[src/rtl/blt_regbank.sv]
module blt_regbank #(
  parameter bit NEW_GEN = 1'b1,
  parameter bit BIG_MEM = 1'b1,
  parameter int ADDR_W = 22,
  parameter int PITCH_W = 16,
  parameter logic [7:0] HOST_MODE = 8'h04
) (
  input  logic                 clk,
  input  logic                 rst_n,
  input  logic                 bus_wr,
  input  logic [7:0]           bus_addr,
  input  logic [7:0]           bus_wdata,
  output logic [7:0]           bus_rdata,
  input  logic                 done_in,
  output logic                 start_pulse,
  output logic                 host_active,
  output logic                 host_clr,
  output logic                 busy,
  output logic [ADDR_W-1:0]    dst_addr,
  output logic [ADDR_W-1:0]    src_addr,
  output logic [ADDR_W-1:0]    work_dst,
  output logic [ADDR_W-1:0]    work_src,
  output logic [PITCH_W-1:0]   dst_pitch,
  output logic [PITCH_W-1:0]   src_pitch,
  output logic [7:0]           mode,
  output logic [7:0]           rop,
  output logic [7:0]           mode_ext
);
  localparam int DST_W = BIG_MEM ? ADDR_W : ADDR_W - 1;
  localparam int TOP_W = ADDR_W - 16;
  localparam logic [ADDR_W-1:0] DST_MASK = {ADDR_W{1'b1}} >> (ADDR_W - DST_W);

  logic [ADDR_W-1:0] dst_q, src_q, dst_raw, dst_next, src_next;
  logic [PITCH_W-1:0] dpitch_q, spitch_q;
  logic [7:0] mode_q, rop_q, mext_q, start_q;
  logic wr_dst, wr_src, launch;

  assign wr_dst = bus_wr && (bus_addr == 8'h10 || bus_addr == 8'h11 || bus_addr == 8'h12);
  assign wr_src = bus_wr && (bus_addr == 8'h14 || bus_addr == 8'h15 || bus_addr == 8'h16);

  always_comb begin
    dst_raw  = dst_q;
    src_next = src_q;
    case (bus_addr)
      8'h10: dst_raw[7:0]         = bus_wdata;
      8'h11: dst_raw[15:8]        = bus_wdata;
      8'h12: dst_raw[ADDR_W-1:16] = bus_wdata[TOP_W-1:0];
      8'h14: src_next[7:0]         = bus_wdata;
      8'h15: src_next[15:8]        = bus_wdata;
      8'h16: src_next[ADDR_W-1:16] = bus_wdata[TOP_W-1:0];
      default: ;
    endcase
    dst_next = dst_raw & DST_MASK;
  end

  assign launch = bus_wr && ((bus_addr == 8'h40 && bus_wdata[1]) ||
                             (NEW_GEN && bus_addr == 8'h12 && start_q[7]));

  always_ff @(posedge clk) begin
    if (!rst_n) begin
      dst_q <= '0; src_q <= '0; work_dst <= '0; work_src <= '0;
      dpitch_q <= '0; spitch_q <= '0;
      mode_q <= '0; rop_q <= '0; mext_q <= '0; start_q <= '0;
      busy <= 1'b0; host_active <= 1'b0; start_pulse <= 1'b0; host_clr <= 1'b0;
    end else begin
      start_pulse <= 1'b0;
      host_clr    <= 1'b0;
      if (done_in) begin
        busy        <= 1'b0;
        host_active <= 1'b0;
        start_q[1]  <= 1'b0;
      end
      if (wr_dst) dst_q <= dst_next;
      if (wr_src) src_q <= src_next;
      if (bus_wr) begin
        case (bus_addr)
          8'h00: dpitch_q[7:0]         <= bus_wdata;
          8'h01: dpitch_q[PITCH_W-1:8] <= bus_wdata[PITCH_W-9:0];
          8'h02: spitch_q[7:0]         <= bus_wdata;
          8'h03: spitch_q[PITCH_W-1:8] <= bus_wdata[PITCH_W-9:0];
          8'h18: mode_q  <= bus_wdata;
          8'h1a: rop_q   <= bus_wdata;
          8'h1b: if (NEW_GEN) mext_q <= bus_wdata;
          8'h40: start_q <= bus_wdata;
          default: ;
        endcase
      end
      if (launch) begin
        busy <= 1'b1;
        if (mode_q == HOST_MODE) begin
          host_active <= 1'b1;
          host_clr    <= 1'b1;
          work_src    <= src_q;
          work_dst    <= dst_next;
        end else begin
          host_active <= 1'b0;
          start_pulse <= 1'b1;
        end
      end
    end
  end

  always_comb begin
    case (bus_addr)
      8'h00: bus_rdata = dpitch_q[7:0];
      8'h01: bus_rdata = 8'(dpitch_q[PITCH_W-1:8]);
      8'h02: bus_rdata = spitch_q[7:0];
      8'h03: bus_rdata = 8'(spitch_q[PITCH_W-1:8]);
      8'h10: bus_rdata = dst_q[7:0];
      8'h11: bus_rdata = dst_q[15:8];
      8'h12: bus_rdata = 8'(dst_q[ADDR_W-1:16]);
      8'h14: bus_rdata = src_q[7:0];
      8'h15: bus_rdata = src_q[15:8];
      8'h16: bus_rdata = 8'(src_q[ADDR_W-1:16]);
      8'h18: bus_rdata = mode_q;
      8'h1a: bus_rdata = rop_q;
      8'h1b: bus_rdata = mext_q;
      8'h40: bus_rdata = {start_q[7:1], busy};
      default: bus_rdata = 8'h00;
    endcase
  end

  assign dst_addr  = dst_q;
  assign src_addr  = src_q;
  assign dst_pitch = dpitch_q;
  assign src_pitch = spitch_q;
  assign mode      = mode_q;
  assign rop       = rop_q;
  assign mode_ext  = mext_q;
endmodule

[config.mk]
export PLATFORM = sky130hd
export DESIGN_NAME = blt_regbank
export DESIGN_NICKNAME = d
export VERILOG_FILES = /design/src/rtl/blt_regbank.sv
export SDC_FILE = /design/constraint.sdc
export NUM_CORES = 1
export LEC_CHECK = 0
export BUFFER_PORTS_ARGS = -buffer_cell sky130_fd_sc_hd__buf_2
export CORE_MARGIN = 2
export CORE_UTILIZATION = 57
export DETAILED_ROUTE_END_ITERATION = 8
export GPL_TIMING_DRIVEN = 0
export PLACE_DENSITY = 0.82
export RECOVER_POWER = 100
export SYNTH_ARGS = -nofsm -noshare
export SYNTH_HDL_FRONTEND = slang
export SYNTH_SLANG_ARGS = --single-unit
[constraint.sdc]
create_clock -name clk -period 6.6 [get_ports clk]
set_input_delay 1.32 -clock clk [delete_from_list [all_inputs] [get_ports clk]]
set_output_delay 1.32 -clock clk [all_outputs]
set_load 0.02 [all_outputs]
Word-level counts from Yosys, hierarchy flattened
Cells that the tools add are included.
{"block": "totals", "inputBits": 20, "regBits": 156, "elab_cells": 70, "output_inout_bits": 156}
{"block": "classes", "n_reduce_logical": 25, "muxes": 12, "n_eq_ne": 14}
{"op": "8-bit case mux with 14 select lines", "n": 1}
{"op": "8-bit by 5-bit == test with 1-bit output, second input constant", "n": 9}
{"op": "2-bit AND reduction", "n": 13}
{"op": "8-bit by 2-bit == test with 1-bit output, second input constant", "n": 2}
{"op": "8-bit two-way mux", "n": 2}
{"op": "8-bit by 1-bit == test with 1-bit output, second input constant", "n": 1}
{"op": "8-bit by 3-bit == test with 1-bit output, second input constant", "n": 1}
{"op": "8-bit by 7-bit == test with 1-bit output, second input constant", "n": 1}
{"op": "8-bit zero test", "n": 1}
{"op": "1-bit two-way mux", "n": 6}
{"op": "6-bit two-way mux", "n": 1}
{"op": "1-bit logical AND", "n": 5}
{"op": "1-bit logical OR", "n": 5}
{"op": "2-bit two-way mux", "n": 2}
{"op": "2-bit nonzero test", "n": 1}

Depth between registers and ports, before layout
Gate-level depths: netlist of run 1.
{"block": "logic_depth", "word_depth": 5, "mapped_depth": 8, "ltp_nobuf": 5}

Worst setup path after synthesis of run 1
No wires, ideal clock.
{"block": "synth_timing", "kind": "input -> output", "from": "in bus_addr[5]", "to": "out bus_rdata[7]", "arrival_time_ns": 2.933, "path_buffers": 1, "setup_slack_ns": 2.347, "required_ns": 5.280, "path_stages": 5, "cell_sequence": "or4b_4 -> nor3_2 -> buf_2 -> a22oi_1 -> o31ai_1"}
{"block": "synth_between", "elab_chain_cells": 2, "word_cells_on_any_way": 15, "cone_classes": "eq/ne: 13; mux: 1; reduce/logical: 1"}
{"item": "start, declared", "line_no": "11", "rtl": "input logic [7:0] bus_addr,"}
{"item": "8-bit by 7-bit == test with 1-bit output (tied with other cells)", "line_no": "104", "rtl": "case (bus_addr)"}
{"item": "8-bit case mux with 14 select lines *", "line_no": "104"}
{"item": "end, declared", "line_no": "13", "rtl": "output logic [7:0] bus_rdata,"}
Every way passes the cells marked *; elsewhere a longest branch is shown, timed or not.

Worst setup path in the final report of run 1
{"block": "layout_timing", "from": "in bus_addr[5]", "to": "out bus_rdata[1]"}
Same word-level chain as after synthesis.

==> impl_metrics.yaml, run 1 <==
run_status:
  status: "finished clean"
worst_setup_path:
  crit_slowest_cell: "or4b_1"
  cp_slowest_stage_delay_ps: 560
  path_max_fanout: 10
  crit_path_frequent_cell: "clkbuf_1"
  arrival_ps: 4060
  crit_type: "input port to output port"
  crit_required_ps: 5280
  critPathLaunchType: "input port"
  crit_chain: "clkbuf_1 > or4b_1 > clkbuf_1 > nor3b_1 > clkbuf_1 > nand3_1 > o21ai_0 > a2111o_1 > clkbuf_1"
  cp-end-kind: "output port"
global_routing:
  grt_max_degree: 17
  track_usage_pct: 35.9
  antenna_found_initial: 0
  grt_pass1_wl_um: 35300
  gr-total-overflow: 0
  grt_pass1_vias: 6140
routing:
  via_count: 6930
  ant_nets: 0
  wl_um: 23600
  route.detailed.drc: 0
  wl_per_cell_um: 21.2
  drtIter0Drc: 980
  avgViaCountPerCell: 6.23
  dr.pass1.iters: 5
cts:
  clk-insertion-delay-late_ps: 430
  cts_tree: "built"
  cts_buffers: 17
  ctsHoldBuffers: 0
  cts_resized: 0
  clk_pin_slew_ps: 60
  clockBufferDepth: 2
  cts_setup_buffers: 0
  clock_sinks: 155
  ctsHtreeMaxLevel: 4
  cts-root-buf: "clkbuf_16"
die:
  rows: 40
  ioPinCount: 176
  fp.dieH_um: 114
  coreArea_um2: 11900
  die_x_um: 114
  start_util_pct: 58.0
  die-area_um2: 13000
logic_synthesis:
  ys_top_cells_by_area: "dfxtp_1 (45%), mux2i_1 (16%), nor2_1 (6.6%), nand2_1 (4.3%), mux2_2 (3.7%)"
  seq_area_frac_synth_pct: 44.9
  async_reset_ff_share_pct: 0
  syn_area_um2: 6910
  synth_ff_type: "dfxtp_1"
  synth.avg_cell_area_um2: 8.99
  synth_warnings: 0
  synth_edf_count: 0
  postSynthNetCount: 789
  synth_cell_type_count: 54
  synth_top_cell_by_area: "dfxtp_1"
  synth_top_cell_area_share_pct: 44.9
  yosys_register_bits: 155
  synthCells: 769
timing:
  slew_headroom_pct: 29.0
  hold_violations: 0
  fmax_ghz: 0.186
  tightestPinTransition_ps: 1060
  rsz0062_at_grt: "no"
  timing.final.crit_share_pct: 81.5
  maxSlewViolCount: 0
  min_period_ps: 5380
  report.final.setup_viol: 0
  fin_skew_ps: 7.07
  setup_tns_ps: 0
final_layout:
  drive_gt1_share_pct: 7.25
  syn2layout_area_growth_pct: 19.0
  final_area_um2: 8220
  multiInputGateArea_um2: 3420
  nNetsFinal: 975
  layout_commonest_cell: "clkbuf_1"
  regArea_um2: 3100
  num-fill-cells: 1079
  antennaDiodeCount: 0
  layout_common_cells: "clkbuf_1 (212), dfxtp_1 (155), nor2_1 (127), mux2i_1 (110), nand2_1 (80)"
pwr:
  intPower_mw: 1.60
  p_comb_share_pct: 4.4
  clkPwrFrac_pct: 49.9
  total_power_mw: 2.05
  power_leakage_nw: 3.18
  seqPwrFrac_pct: 45.6
  powerDensity_nw_per_um2: 250
  ir_drop_uv: 190
  switching_share_pct: 22.1
  p_sw_uw: 453
hold_path:
  hp-class: "flop to flop"
placed_design:
  dpl_cell_area_um2: 7930
  dp_hpwl_um: 16900
  numPortBuffers: 167
  place.gp.congestion: 1.05
job:
  cap_violations: 0
[cell type report]
cell class / instances / share of cell area (%)
Sequential cell: 155 / 37.7
Clock inverter: 8 / 1.73
Timing Repair Buffer: 167 / 7.77
Tap cell: 147 / 2.24
Inverter: 4 / 0.183
Clock buffer: 22 / 5.64
Multi-Input combinational cell: 545 / 41.6
Buffer: 65 / 3.10
[cells by family after synthesis]
logic type / count (synthesis) / synth area share, %
and+or+nand+nor: 290 / 19.5
AOI/OAI and AO/OA: 122 / 11.5
DFF: 155 / 44.9
buffers and inverters: 69 / 4.34
muxes: 133 / 19.7
[worst max-delay path: cells and delay by family]
kind	cells	cell delay, ps
buffers and inverters	4	1130
AO/OA/AOI/OAI	2	290
AND/OR/NAND/NOR	3	1310
[cells in the mapped netlist, types with 4 or more instances]
master / number
a21oi_1: 22
inv_1: 4
a22o_1: 4
mux2_2: 23
clkbuf_2: 4
nor3b_1: 4
dfxtp_1: 155
a211oi_1: 4
nor2b_1: 5
mux2i_1: 110
clkbuf_1: 42
o22ai_1: 7
buf_2: 11
and3_1: 4
a22oi_1: 23
a311oi_1: 11
nand3_1: 40
nand2_1: 80
and2_1: 4
buf_1: 4
o21ai_0: 33
nor3_1: 5
nor2_1: 122
[sequential cells by signal, indices dropped and copies added (netlist names), 7 cells and up]
signal     flops
work_src      22
dst_pitch     16
work_dst      22
src_pitch     16
dst_addr      22
mode           8
rop            8
src_addr      22
mode_ext       8
start_q        7
[final timing paths]
check	to	slack [ps]	depth (start not counted)	from
setup reg to reg	work_dst[15]$_SDFFE_PN0P_	3820	6	mode[0]$_SDFFE_PN0P_
setup / recovery	bus_rdata[1]	1220	9	bus_addr[5]
hold / removal	work_src[15]$_SDFFE_PN0P_	460	2	work_src[15]$_SDFFE_PN0P_
hold reg to reg	work_src[15]$_SDFFE_PN0P_	460	2	work_src[15]$_SDFFE_PN0P_
[metal layers]
metal,routed length [um],GRT usage [%],part of all wire (%)
met3,2410,6.78,10
met4,1130,20.2,4.8
met5,0,0,0
met2,10400,54.1,44
met1,9670,48.5,41
[power groups by stage]
stage	logic (mW)	registers, mW	clock network (mW)
6_report	0.0909	0.937	1.03
4_1_cts	0.0900	0.937	1.02
3_3_place_gp	0.0891	0.958	0
2_1_floorplan	0.0516	0.958	0
5_1_grt	0.0937	0.937	1.06
3_5_place_dp	0.0894	0.958	0
[through the flow]
step | std cells | hold WS, ps | setup slack (ps) | utilization (%)
6_report | 1113 | 459 | 1220 | 69.0
5_1_grt | 1113 | 477 | 1110 | 69.0
4_1_cts | 1113 | 457 | 1820 | 71.7
3_5_place_dp | 1083 | 449 | 1860 | 66.6
3_3_place_gp | 1083 | 443 | 1850 | 66.6
2_1_floorplan | 769 | 459 | 2350 | -
Power figures use the tool's default switching activity.
==> inputs of run 2 (changes only) <==
- CORE_UTILIZATION: 57 -> 53
- PLACE_DENSITY: 0.82 -> 0.77
- clock period: 6.6 -> 5.2 ns (I/O delays scaled with it)
==> impl_metrics.yaml, run 2 (synthesis gave the netlist of run 1 again) <==
timing:
  setup_tns_ps: 0
  report.final.setup_viol: 0
  fmax_ghz: 0.210
  holdWs_ps: 455
  tightestPinTransition_ps: 1080
  maxSlewViolCount: 0
  min_period_ps: 4770
  fin_skew_ps: 10.4
  timing.final.crit_share_pct: 91.7
  rsz0062_at_grt: "no"
  slew_headroom_pct: 27.9
  hold_violations: 0
pwr:
  powerDensity_nw_per_um2: 310
  power_leakage_nw: 3.17
  ir_drop_uv: 216
  total_power_mw: 2.56
worst_setup_path:
  path_buf_inv: 4
  arrival_ps: 3730
  path_max_fanout: 10
  crit_type: "input port to output port"
  cp-end-kind: "output port"
  crit_slowest_cell: "or4b_4"
  cp_top_family: "simple AND/OR/NAND/NOR gates"
  crit_required_ps: 4160
  r2r.worst_path.cells: 6
  crit_chain: "buf_2 > or4b_4 > clkbuf_1 > nor3b_1 > clkbuf_1 > nand3_1 > a21oi_1 > nand4b_1 > clkbuf_1"
  crit_path_frequent_cell: "clkbuf_1"
  path_depth: 9
  cp_slowest_stage_delay_ps: 550
  critPathLaunchType: "input port"
global_routing:
  antenna_found_initial: 0
  track_usage_pct: 32.7
  grt_pass1_wl_um: 35200
  grt_max_degree: 17
  gr-total-overflow: 0
  grt_pass1_vias: 6197
cts:
  cts_resized: 0
  clk_pin_slew_ps: 60
  clk-insertion-delay-late_ps: 430
  cts_buffers: 17
  clockBufferDepth: 2
  ctsHoldBuffers: 0
  cts_tree: "built"
  cts-root-buf: "clkbuf_16"
  ctsHtreeMaxLevel: 4
  cts_setup_buffers: 0
  clock_sinks: 155
routing:
  wl_um: 23300
  ant_nets: 0
  avgViaCountPerCell: 6.01
  via_count: 6841
  wl_per_cell_um: 20.5
  dr.pass1.iters: 5
  drtIter0Drc: 689
  route.detailed.drc: 0
final_layout:
  drive_gt1_share_pct: 7.86
  final_util_pct: 65.1
  syn2layout_area_growth_pct: 19.3
  layout_commonest_cell: "clkbuf_1"
  layout_common_cells: "clkbuf_1 (208), dfxtp_1 (155), nor2_1 (127), mux2i_1 (110), nand2_1 (80)"
  finish.cell_count_without_fillers: 1139
  nNetsFinal: 975
  antennaDiodeCount: 0
die:
  ioPinCount: 176
  rows: 41
  die-area_um2: 14000
  die_x_um: 118
  start_util_pct: 54.6
  fp.dieH_um: 118
  coreArea_um2: 12700
placed_design:
  dp.cells: 1108
  dp_hpwl_um: 16900
  numPortBuffers: 167
  place.gp.congestion: 1.04
run_status:
  status: "finished clean"
hold_path:
  hp-class: "flop to flop"
  hold_path_depth: 2
job:
  cap_violations: 0
-- run 2: cell types whose count changed in the layout (fill, tap and decap cells not counted), sizes merged --
cell,previous run,this run
clkbuf,235,230
buf,19,21
clkinvlp,1,4
bufinv,4,3
clkinv,3,5
-- run 2: worst min-delay path, stage by stage, from the launching register on --
cell and delay (ps):
dfxtp_1 310, nand2_1 50, o21ai_0 60
-- run 2: area by class of cell --
type,instances,area [um^2]
plain buffers,65,255
clock buffers,19,443
clock inverters,12,149
fillers,1224,4420
inverters,4,15.0
multi-input cells,545,3420
flip-flops and latches,155,3100
well taps,172,215
repair buffers,167,642
-- run 2: final timing paths --
path / end / slack (ps) / startpoint
worst max-delay path: bus_rdata[5] / 430 / bus_addr[5]
worst min-delay path: work_src[15]$_SDFFE_PN0P_ / 460 / work_src[15]$_SDFFE_PN0P_
worst max register to register: work_dst[15]$_SDFFE_PN0P_ / 2520 / mode[0]$_SDFFE_PN0P_
worst min register to register: work_src[15]$_SDFFE_PN0P_ / 460 / work_src[15]$_SDFFE_PN0P_
-- run 2: per-layer routing --
metal	part of all wire (%)	vias up	wire (um)	global-route usage, %
met1	40	3219	9400	43.5
li1	-	3082	-	-
met3	11	98	2580	8.11
met5	0	-	0	0
met2	43	442	10100	48.2
met4	5.3	0	1240	18.4
-- run 2: per-stage QoR --
step                setup WS [ps]  area [um^2]
finish                        434         8250
global route                  408         8250
CTS                          1060         8560
detailed placement           1060         7960
global placement             1060         7960
floorplan                    1510         6910
-- run 2: where the power goes --
group,leakage [nW],internal [mW],switching (mW)
clock,0.281,0.760,0.492
combinational,1.65,0.0228,0.0923
sequential,1.25,1.19,0.00112
total,3.17,1.97,0.585
